File: config.mk
export PLATFORM = sky130hd
export DESIGN_NAME = dacc_alu
export DESIGN_NICKNAME = d
export VERILOG_FILES = /design/src/rtl/dacc_pkg.sv /design/src/rtl/dacc_operand_mux.sv /design/src/rtl/dacc_alu_core.sv /design/src/rtl/dacc_multiplier.sv /design/src/rtl/dacc_alu.sv
export SDC_FILE = /design/constraint.sdc
export NUM_CORES = 1
export LEC_CHECK = 0
export BUFFER_PORTS_ARGS = -buffer_cell sky130_fd_sc_hd__buf_2
export CORE_ASPECT_RATIO = 2
export CORE_MARGIN = 5
export CORE_UTILIZATION = 55
export CTS_CLUSTER_SIZE = 12
export DETAILED_ROUTE_END_ITERATION = 10
export PLACE_DENSITY_LB_ADDON = 0.08
export SLEW_MARGIN = 25
export SYNTH_ARGS = -nofsm -noshare
export SYNTH_HDL_FRONTEND = slang
export SYNTH_SLANG_ARGS = --single-unit
File: constraint.sdc
create_clock -name clk -period 12.6 [get_ports clk]
set_clock_uncertainty 0.2 [all_clocks]
set_input_delay 1.89 -clock clk [delete_from_list [all_inputs] [get_ports clk]]
set_output_delay 1.89 -clock clk [all_outputs]
set_load 0.02 [all_outputs]
File: src/rtl/dacc_pkg.sv
package dacc_pkg;
    parameter int DW = 16;

    typedef enum logic [3:0] {
        OP_NOP  = 4'h0, OP_OR   = 4'h1, OP_AND  = 4'h2, OP_XOR  = 4'h3,
        OP_SUB  = 4'h4, OP_ADD  = 4'h5, OP_SBB  = 4'h6, OP_ADC  = 4'h7,
        OP_DEC  = 4'h8, OP_INC  = 4'h9, OP_NOT  = 4'hA, OP_ASR  = 4'hB,
        OP_SHL1 = 4'hC, OP_SHL2 = 4'hD, OP_SHL4 = 4'hE, OP_SWAP = 4'hF
    } alu_op_e;

    typedef enum logic [1:0] {
        SRC_RAM = 2'd0, SRC_BUS = 2'd1, SRC_MHI = 2'd2, SRC_MLO = 2'd3
    } src_sel_e;

    typedef struct packed {
        logic ov1;
        logic ov0;
        logic s1;
        logic s0;
        logic z;
        logic c;
    } flags_t;

    typedef struct packed {
        logic [DW-1:0] res;
        flags_t        fl;
    } alu_out_t;

    function automatic logic is_arith(input logic [3:0] op);
        return (op >= 4'h4) && (op <= 4'h9);
    endfunction

    function automatic logic clears_all(input logic [3:0] op);
        return (op inside {4'h1, 4'h2, 4'h3, 4'hA, 4'hD, 4'hE, 4'hF});
    endfunction
endpackage

File: src/rtl/dacc_operand_mux.sv
module dacc_operand_mux
    import dacc_pkg::*;
(
    input  logic [1:0]    sel,
    input  logic [DW-1:0] ram_word,
    input  logic [DW-1:0] bus_val,
    input  logic [DW-1:0] mul_hi,
    input  logic [DW-1:0] mul_lo,
    output logic [DW-1:0] p_out
);
    always_comb begin
        unique case (src_sel_e'(sel))
            SRC_RAM: p_out = ram_word;
            SRC_BUS: p_out = bus_val;
            SRC_MHI: p_out = mul_hi;
            default: p_out = mul_lo;
        endcase
    end
endmodule

File: src/rtl/dacc_alu_core.sv
module dacc_alu_core
    import dacc_pkg::*;
(
    input  logic [3:0]    op,
    input  logic [DW-1:0] acc,
    input  logic [DW-1:0] p_in,
    input  flags_t        fl_old,
    input  logic          other_c,
    output alu_out_t      out
);
    localparam int HALF = DW / 2;

    logic [DW-1:0] p_eff;
    logic [DW-1:0] res;
    logic [DW-1:0] ovec;
    logic [DW-1:0] cin;
    flags_t        fl;

    assign cin = {{(DW-1){1'b0}}, other_c};

    always_comb begin
        p_eff = p_in;
        res   = '0;
        unique case (alu_op_e'(op))
            OP_OR:   res = acc | p_eff;
            OP_AND:  res = acc & p_eff;
            OP_XOR:  res = acc ^ p_eff;
            OP_SUB:  res = acc - p_eff;
            OP_ADD:  res = acc + p_eff;
            OP_SBB:  res = acc - p_eff - cin;
            OP_ADC:  res = acc + p_eff + cin;
            OP_DEC:  begin p_eff = {{(DW-1){1'b0}}, 1'b1}; res = acc - p_eff; end
            OP_INC:  begin p_eff = {{(DW-1){1'b0}}, 1'b1}; res = acc + p_eff; end
            OP_NOT:  res = ~acc;
            OP_ASR:  res = {acc[DW-1], acc[DW-1:1]};
            OP_SHL1: res = {acc[DW-2:0], other_c};
            OP_SHL2: res = {acc[DW-3:0], 2'b11};
            OP_SHL4: res = {acc[DW-5:0], 4'hF};
            OP_SWAP: res = {acc[HALF-1:0], acc[DW-1:HALF]};
            default: res = '0;
        endcase
    end

    assign ovec = (acc ^ res) & (p_eff ^ (op[0] ? res : acc));

    always_comb begin
        fl    = fl_old;
        fl.z  = (res == '0);
        fl.s0 = res[DW-1];
        if (!fl_old.ov1) fl.s1 = fl.s0;
        if (is_arith(op)) begin
            fl.ov0 = ovec[DW-1];
            if (fl.ov0 && fl_old.ov1) fl.ov1 = (fl.s0 == fl.s1);
            else                      fl.ov1 = fl_old.ov1 | fl.ov0;
            fl.c = (acc[DW-1] ^ p_eff[DW-1] ^ res[DW-1] ^ ovec[DW-1]);
        end else begin
            fl.ov0 = 1'b0;
            fl.ov1 = 1'b0;
            if (op == OP_ASR)       fl.c = acc[0];
            else if (op == OP_SHL1) fl.c = acc[DW-1];
            else                    fl.c = 1'b0;
        end
    end

    assign out.res = res;
    assign out.fl  = fl;
endmodule

File: src/rtl/dacc_multiplier.sv
module dacc_multiplier
    import dacc_pkg::*;
(
    input  logic          clk,
    input  logic          rst,
    input  logic [DW-1:0] k_in,
    input  logic [DW-1:0] l_in,
    output logic [DW-1:0] m_out,
    output logic [DW-1:0] n_out
);
    localparam int PW = 2 * DW;

    logic signed [PW-1:0] prod;
    assign prod = $signed(k_in) * $signed(l_in);

    always_ff @(posedge clk) begin
        if (rst) begin
            m_out <= '0;
            n_out <= '0;
        end else begin
            m_out <= prod[PW-2:DW-1];
            n_out <= {prod[DW-2:0], 1'b0};
        end
    end


    mul_zero_chk: assert property (@(posedge clk) disable iff (rst)
        (k_in == '0) |=> (m_out == '0 && n_out == '0));
endmodule

File: src/rtl/dacc_alu.sv
module dacc_alu
    import dacc_pkg::*;
(
    input  logic          clk,
    input  logic          rst,
    input  logic [3:0]    alu_op,
    input  logic [1:0]    p_sel,
    input  logic          acc_sel,
    input  logic [15:0]   bus_val,
    input  logic [15:0]   ram_word,
    input  logic [15:0]   mul_k,
    input  logic [15:0]   mul_l,
    output logic [15:0]   acc_a,
    output logic [15:0]   acc_b,
    output logic [5:0]    flags_a,
    output logic [5:0]    flags_b,
    output logic [15:0]   mul_hi,
    output logic [15:0]   mul_lo
);
    logic [DW-1:0] acc_r [2];
    flags_t        fl_r  [2];
    logic [DW-1:0] p_val;
    alu_out_t      alu_res;

    dacc_multiplier u_mul (
        .clk(clk), .rst(rst), .k_in(mul_k), .l_in(mul_l),
        .m_out(mul_hi), .n_out(mul_lo)
    );

    dacc_operand_mux u_mux (
        .sel(p_sel), .ram_word(ram_word), .bus_val(bus_val),
        .mul_hi(mul_hi), .mul_lo(mul_lo), .p_out(p_val)
    );

    dacc_alu_core u_core (
        .op(alu_op), .acc(acc_r[acc_sel]), .p_in(p_val),
        .fl_old(fl_r[acc_sel]), .other_c(fl_r[~acc_sel].c), .out(alu_res)
    );

    for (genvar g = 0; g < 2; g++) begin : g_acc
        always_ff @(posedge clk) begin
            if (rst) begin
                acc_r[g] <= '0;
                fl_r[g]  <= '0;
            end else if (alu_op != OP_NOP && acc_sel == 1'(g)) begin
                acc_r[g] <= alu_res.res;
                fl_r[g]  <= alu_res.fl;
            end
        end
    end

    assign acc_a   = acc_r[0];
    assign acc_b   = acc_r[1];
    assign flags_a = fl_r[0];
    assign flags_b = fl_r[1];


    nop_hold_chk: assert property (@(posedge clk) disable iff (rst)
        (alu_op == OP_NOP) |=> ($stable(acc_a) && $stable(acc_b)
                                && $stable(flags_a) && $stable(flags_b)));

    other_acc_chk: assert property (@(posedge clk) disable iff (rst)
        (acc_sel == 1'b0) |=> ($stable(acc_b) && $stable(flags_b)));

    sticky_rise_chk: assert property (@(posedge clk) disable iff (rst)
        $rose(flags_a[5]) |-> flags_a[4]);

    sign_freeze_chk: assert property (@(posedge clk) disable iff (rst)
        flags_a[5] |=> $stable(flags_a[3]));

    logic_clear_chk: assert property (@(posedge clk) disable iff (rst)
        (clears_all(alu_op) && acc_sel == 1'b1) |=> (flags_b[0] == 1'b0 && flags_b[4] == 1'b0 && flags_b[5] == 1'b0));
endmodule

==> summary.txt <==
Global route
  – Vias in the first global route: 16,000
  – Met2 Resource Use GR: 66.9%
  – Most Crowded Layer GR: met2
  – Initial antenna violation count: 3
  – First-pass GRT wire length: around 94 mm
  – GRT Total Usage: between 30% and 40%
  – Largest net degree at the start of global routing: 44
  – Routing usage on met3: roughly 6.1%
  – Met1 Usage GRT: 33.9%
  – GRT overflow: 0

Logic synthesis
  – Synth Area in Compound Gates: 12.0%
  – Avg Cell Area, Syn: 8.76 sq um
  – Seq/Total Area, Yosys: between 10 and 15%
  – Post-synthesis mux area share: around 3.7%
  – Unique masters post-synth: 91
  – Combinational family with the most area after synthesis: adder cells
  – Post-Synth Simple-Gate Area: a little under a fifth
  – Most used DFF post-synth: edfxtp_1
  – Yosys reg bits: 73
  – FFs w/ async S/R, synth: 0%
  – Post-Synth XOR/XNOR Area: under 10%
  – Net Count, Synth: between 2,000 and 2,500
  – Synth Warn #: 0
  – Cell Area, Synth: between 0.015 and 0.02 sq mm
  – Cells after synthesis: approximately 2,000
  – EDFF count, synth: 42
  – Adder-cell share of the synthesized area: around two fifths

Job
  – Max_cap viols: 0

Timing
  – Setup WS post-layout: about 4.0 ns
  – Final setup TNS: 0 ns
  – Final Slew Violations: 0
  – Final hold viol count: 0
  – Max transition margin: 20.2%
  – F_max: 116 MHz
  – Worst-Margin Slew: 1.19 ns
  – Period utilization: between 60 and 70%
  – Final worst path period need: 8.65 ns
  – Final setup viols: 0
  – RSZ-0062 raised after global routing: no

Clock tree
  – Post-CTS Resized: 0
  – Cts hold-fix bufs: 0
  – Clock Pin Slew Worst Setup and Hold Paths: roughly 0.07 ns
  – Clk Latency, worst-skew pair: 0.37 ns
  – Max H-tree Level: 3
  – CTS tree: done
  – Clk sinks: 73
  – CTS buffer count: 9
  – CTS Buffer Depth: 2
  – Clock root buffer: clkbuf_16
  – Post-CTS Repair Setup Buffers: 0

Critical path
  – RR Startpoint: u_mul.m_out[3]
  – R2R Path End: fl_r[1][1]
  – Worst EP arrival: roughly 8.7 ns
  – R2R setup slack: about 6.5 ns
  – Critical Path Start Type: input pin
  – Crit end category: flop
  – Critical path startpoint: mul_k[10]
  – R2R cell count: 14
  – CP Max Fanout: 16
  – Required @ worst endpoint: approximately 13 ns
  – Crit path to: u_mul.m_out[14]
  – Crit Path Class: input pin to flop

Layout
  – Register area: 0.00188 sq mm
  – Fillers: ~2,800
  – Area Overhead vs Synth: 8.13%
  – Most frequent cells in the layout: 331 x inv_1, 259 x fa_1, 197 x nand2_1
  – Multi-input gate area: roughly 0.014 sq mm
  – NumNets Final: 2,520
  – Layout cells sized above 1: 11.3%
  – Commonest non-fill, non-tap cell in the layout: inv_1

Pwr
  – Worst VDD drop: 0.266 mV
  – Power per standard cell area: about 330 mW/mm^2
  – P_leak: 8.73 nW

Drt
  – Drt via density: a little over 6
  – Vias: 14,800
  – Initial drt markers: between 800 and 900
  – Wire length per cell: about 26 um
  – Residual DRC: 0
  – WL final: between 60 and 70 mm
  – Antenna Nets Post-Route: 0
  – First-pass DRT Iterations: 7

Hold path
  – Min-delay worst type: flop to flop
  – HP Start: fl_r[1][3]
  – Worst hold stages: 3

Place
  – Worst Setup Slack post-DPL: about 3.7 ns
  – Input/output buffers: 147
  – GPL Wtd Cong: about 1.1
  – DP Wirelength: about 50 mm

Run status
  – Status: completed

Die
  – Die area: roughly 0.035 sq mm
  – Chip width: between 100 and 150 um
  – CORE AREA: around 0.03 sq mm
  – Die Ht: about 260 um
  – Rows: 91
  – Initial core utilization: 55.5%
  – Num ports: 149
through the flow:
step	utilization [%]	hold slack, ns	area [sq um]	power (W)	cells
2_1_floorplan	-	0.694	17100	0.00425	1947
3_3_place_gp	58.8	0.559	18100	0.00556	2403
3_5_place_dp	58.9	0.588	18100	0.00569	2403
4_1_cts	59.9	0.606	18400	0.00599	2419
5_1_grt	60.0	0.679	18400	0.00662	2420
6_report	60.0	0.595	18400	0.00604	2424
synth_stat cells (8+ instances only):
master	n	area share, %
o21ai_0	34	1.0
xor2_1	32	1.6
nor3_1	26	0.76
nand3_1	31	0.91
fa_1	259	30
nor2_1	137	3.0
a31oi_1	10	0.37
o221ai_1	11	0.56
a221oi_1	11	0.56
a211oi_1	17	0.75
a21oi_1	66	1.9
nand2_1	197	4.3
and2_1	103	3.8
ha_1	145	11
mux4_2	15	2.0
nand2b_1	29	1.1
edfxtp_1	42	7.4
xnor2_1	59	3.0
mux2i_1	24	1.4
clkbuf_1	71	1.6
nand4_1	12	0.44
inv_1	331	7.3
or3_1	8	0.29
a21o_1	24	1.1
o22ai_1	42	1.5
nor2b_1	21	0.77
dfxtp_1	31	3.6
worst min path at each step:
stage / end / slack (ns)
CTS: fl_r[1][3] / 0.61
global placement: fl_r[0][3] / 0.56
floorplan: fl_r[0][3] / 0.69
detailed placement: fl_r[1][3] / 0.59
global route: fl_r[1][5] / 0.68
finish: fl_r[0][3] / 0.60
per-layer routing:
metal | vias up | part of all wire (%) | wire [um]
met2 | 624 | 53 | 32900
met3 | 281 | 5.0 | 3110
met5 | - | 0 | 0
met1 | 7336 | 31 | 19200
met4 | 0 | 11 | 6620
li1 | 6581 | - | -
registers in the layout (all words and copies together) (netlist names):
| register | cells |
|---|---|
| u_mul.m_out | 16 |
| fl_r | 12 |
| acc_r | 30 |
| u_mul.n_out | 15 |
logic make-up (layout without fill, tap and decap cells):
kind of cell    Yosys count  after routing
simple gates            622            622
other cells               1              5
xor+xnor                 92             92
fa+ha+maj               404            404
compound gates          295            295
flops                    73             73
mux                      43             43
buf+inv                 417            518
final cells by class:
cell class / instances / share of cell area (%)
Inverter: 331 / 6.74
Clock buffer: 9 / 1.22
Antenna cell: 4 / 0.0543
Tap cell: 372 / 2.52
Sequential cell: 73 / 10.2
Clock inverter: 7 / 0.461
Multi-Input combinational cell: 1457 / 73.8
Timing Repair Buffer: 171 / 4.97
power by group:
part / leakage, nW / internal (W) / switching [W]
Clock: 0.147 / 0.000158 / 0.000123
Combinational: 7.87 / 0.00214 / 0.00321
Sequential: 0.721 / 0.000344 / 0.0000587
Total: 8.73 / 0.00264 / 0.00340
worst max-delay path, stage by stage:
cell and delay, ns:
buf_2 0.29, nand2_1 0.15, fa_1 0.59, inv_1 0.07
fa_1 0.54, inv_1 0.05, fa_1 0.48, fa_1 0.55
inv_1 0.05, fa_1 0.48, inv_1 0.05, fa_1 0.47
inv_1 0.04, ha_1 0.37, nand2_1 0.13, nand2b_1 0.07
a21oi_1 0.17, a21boi_0 0.10, a21oi_1 0.18, o21ai_0 0.39
a41o_1 0.39, o31ai_1 0.31, a21oi_1 0.24, a221oi_1 0.38
xor2_1 0.18, nor2_1 0.05
Note: power is estimated with default switching activity, not from simulation.
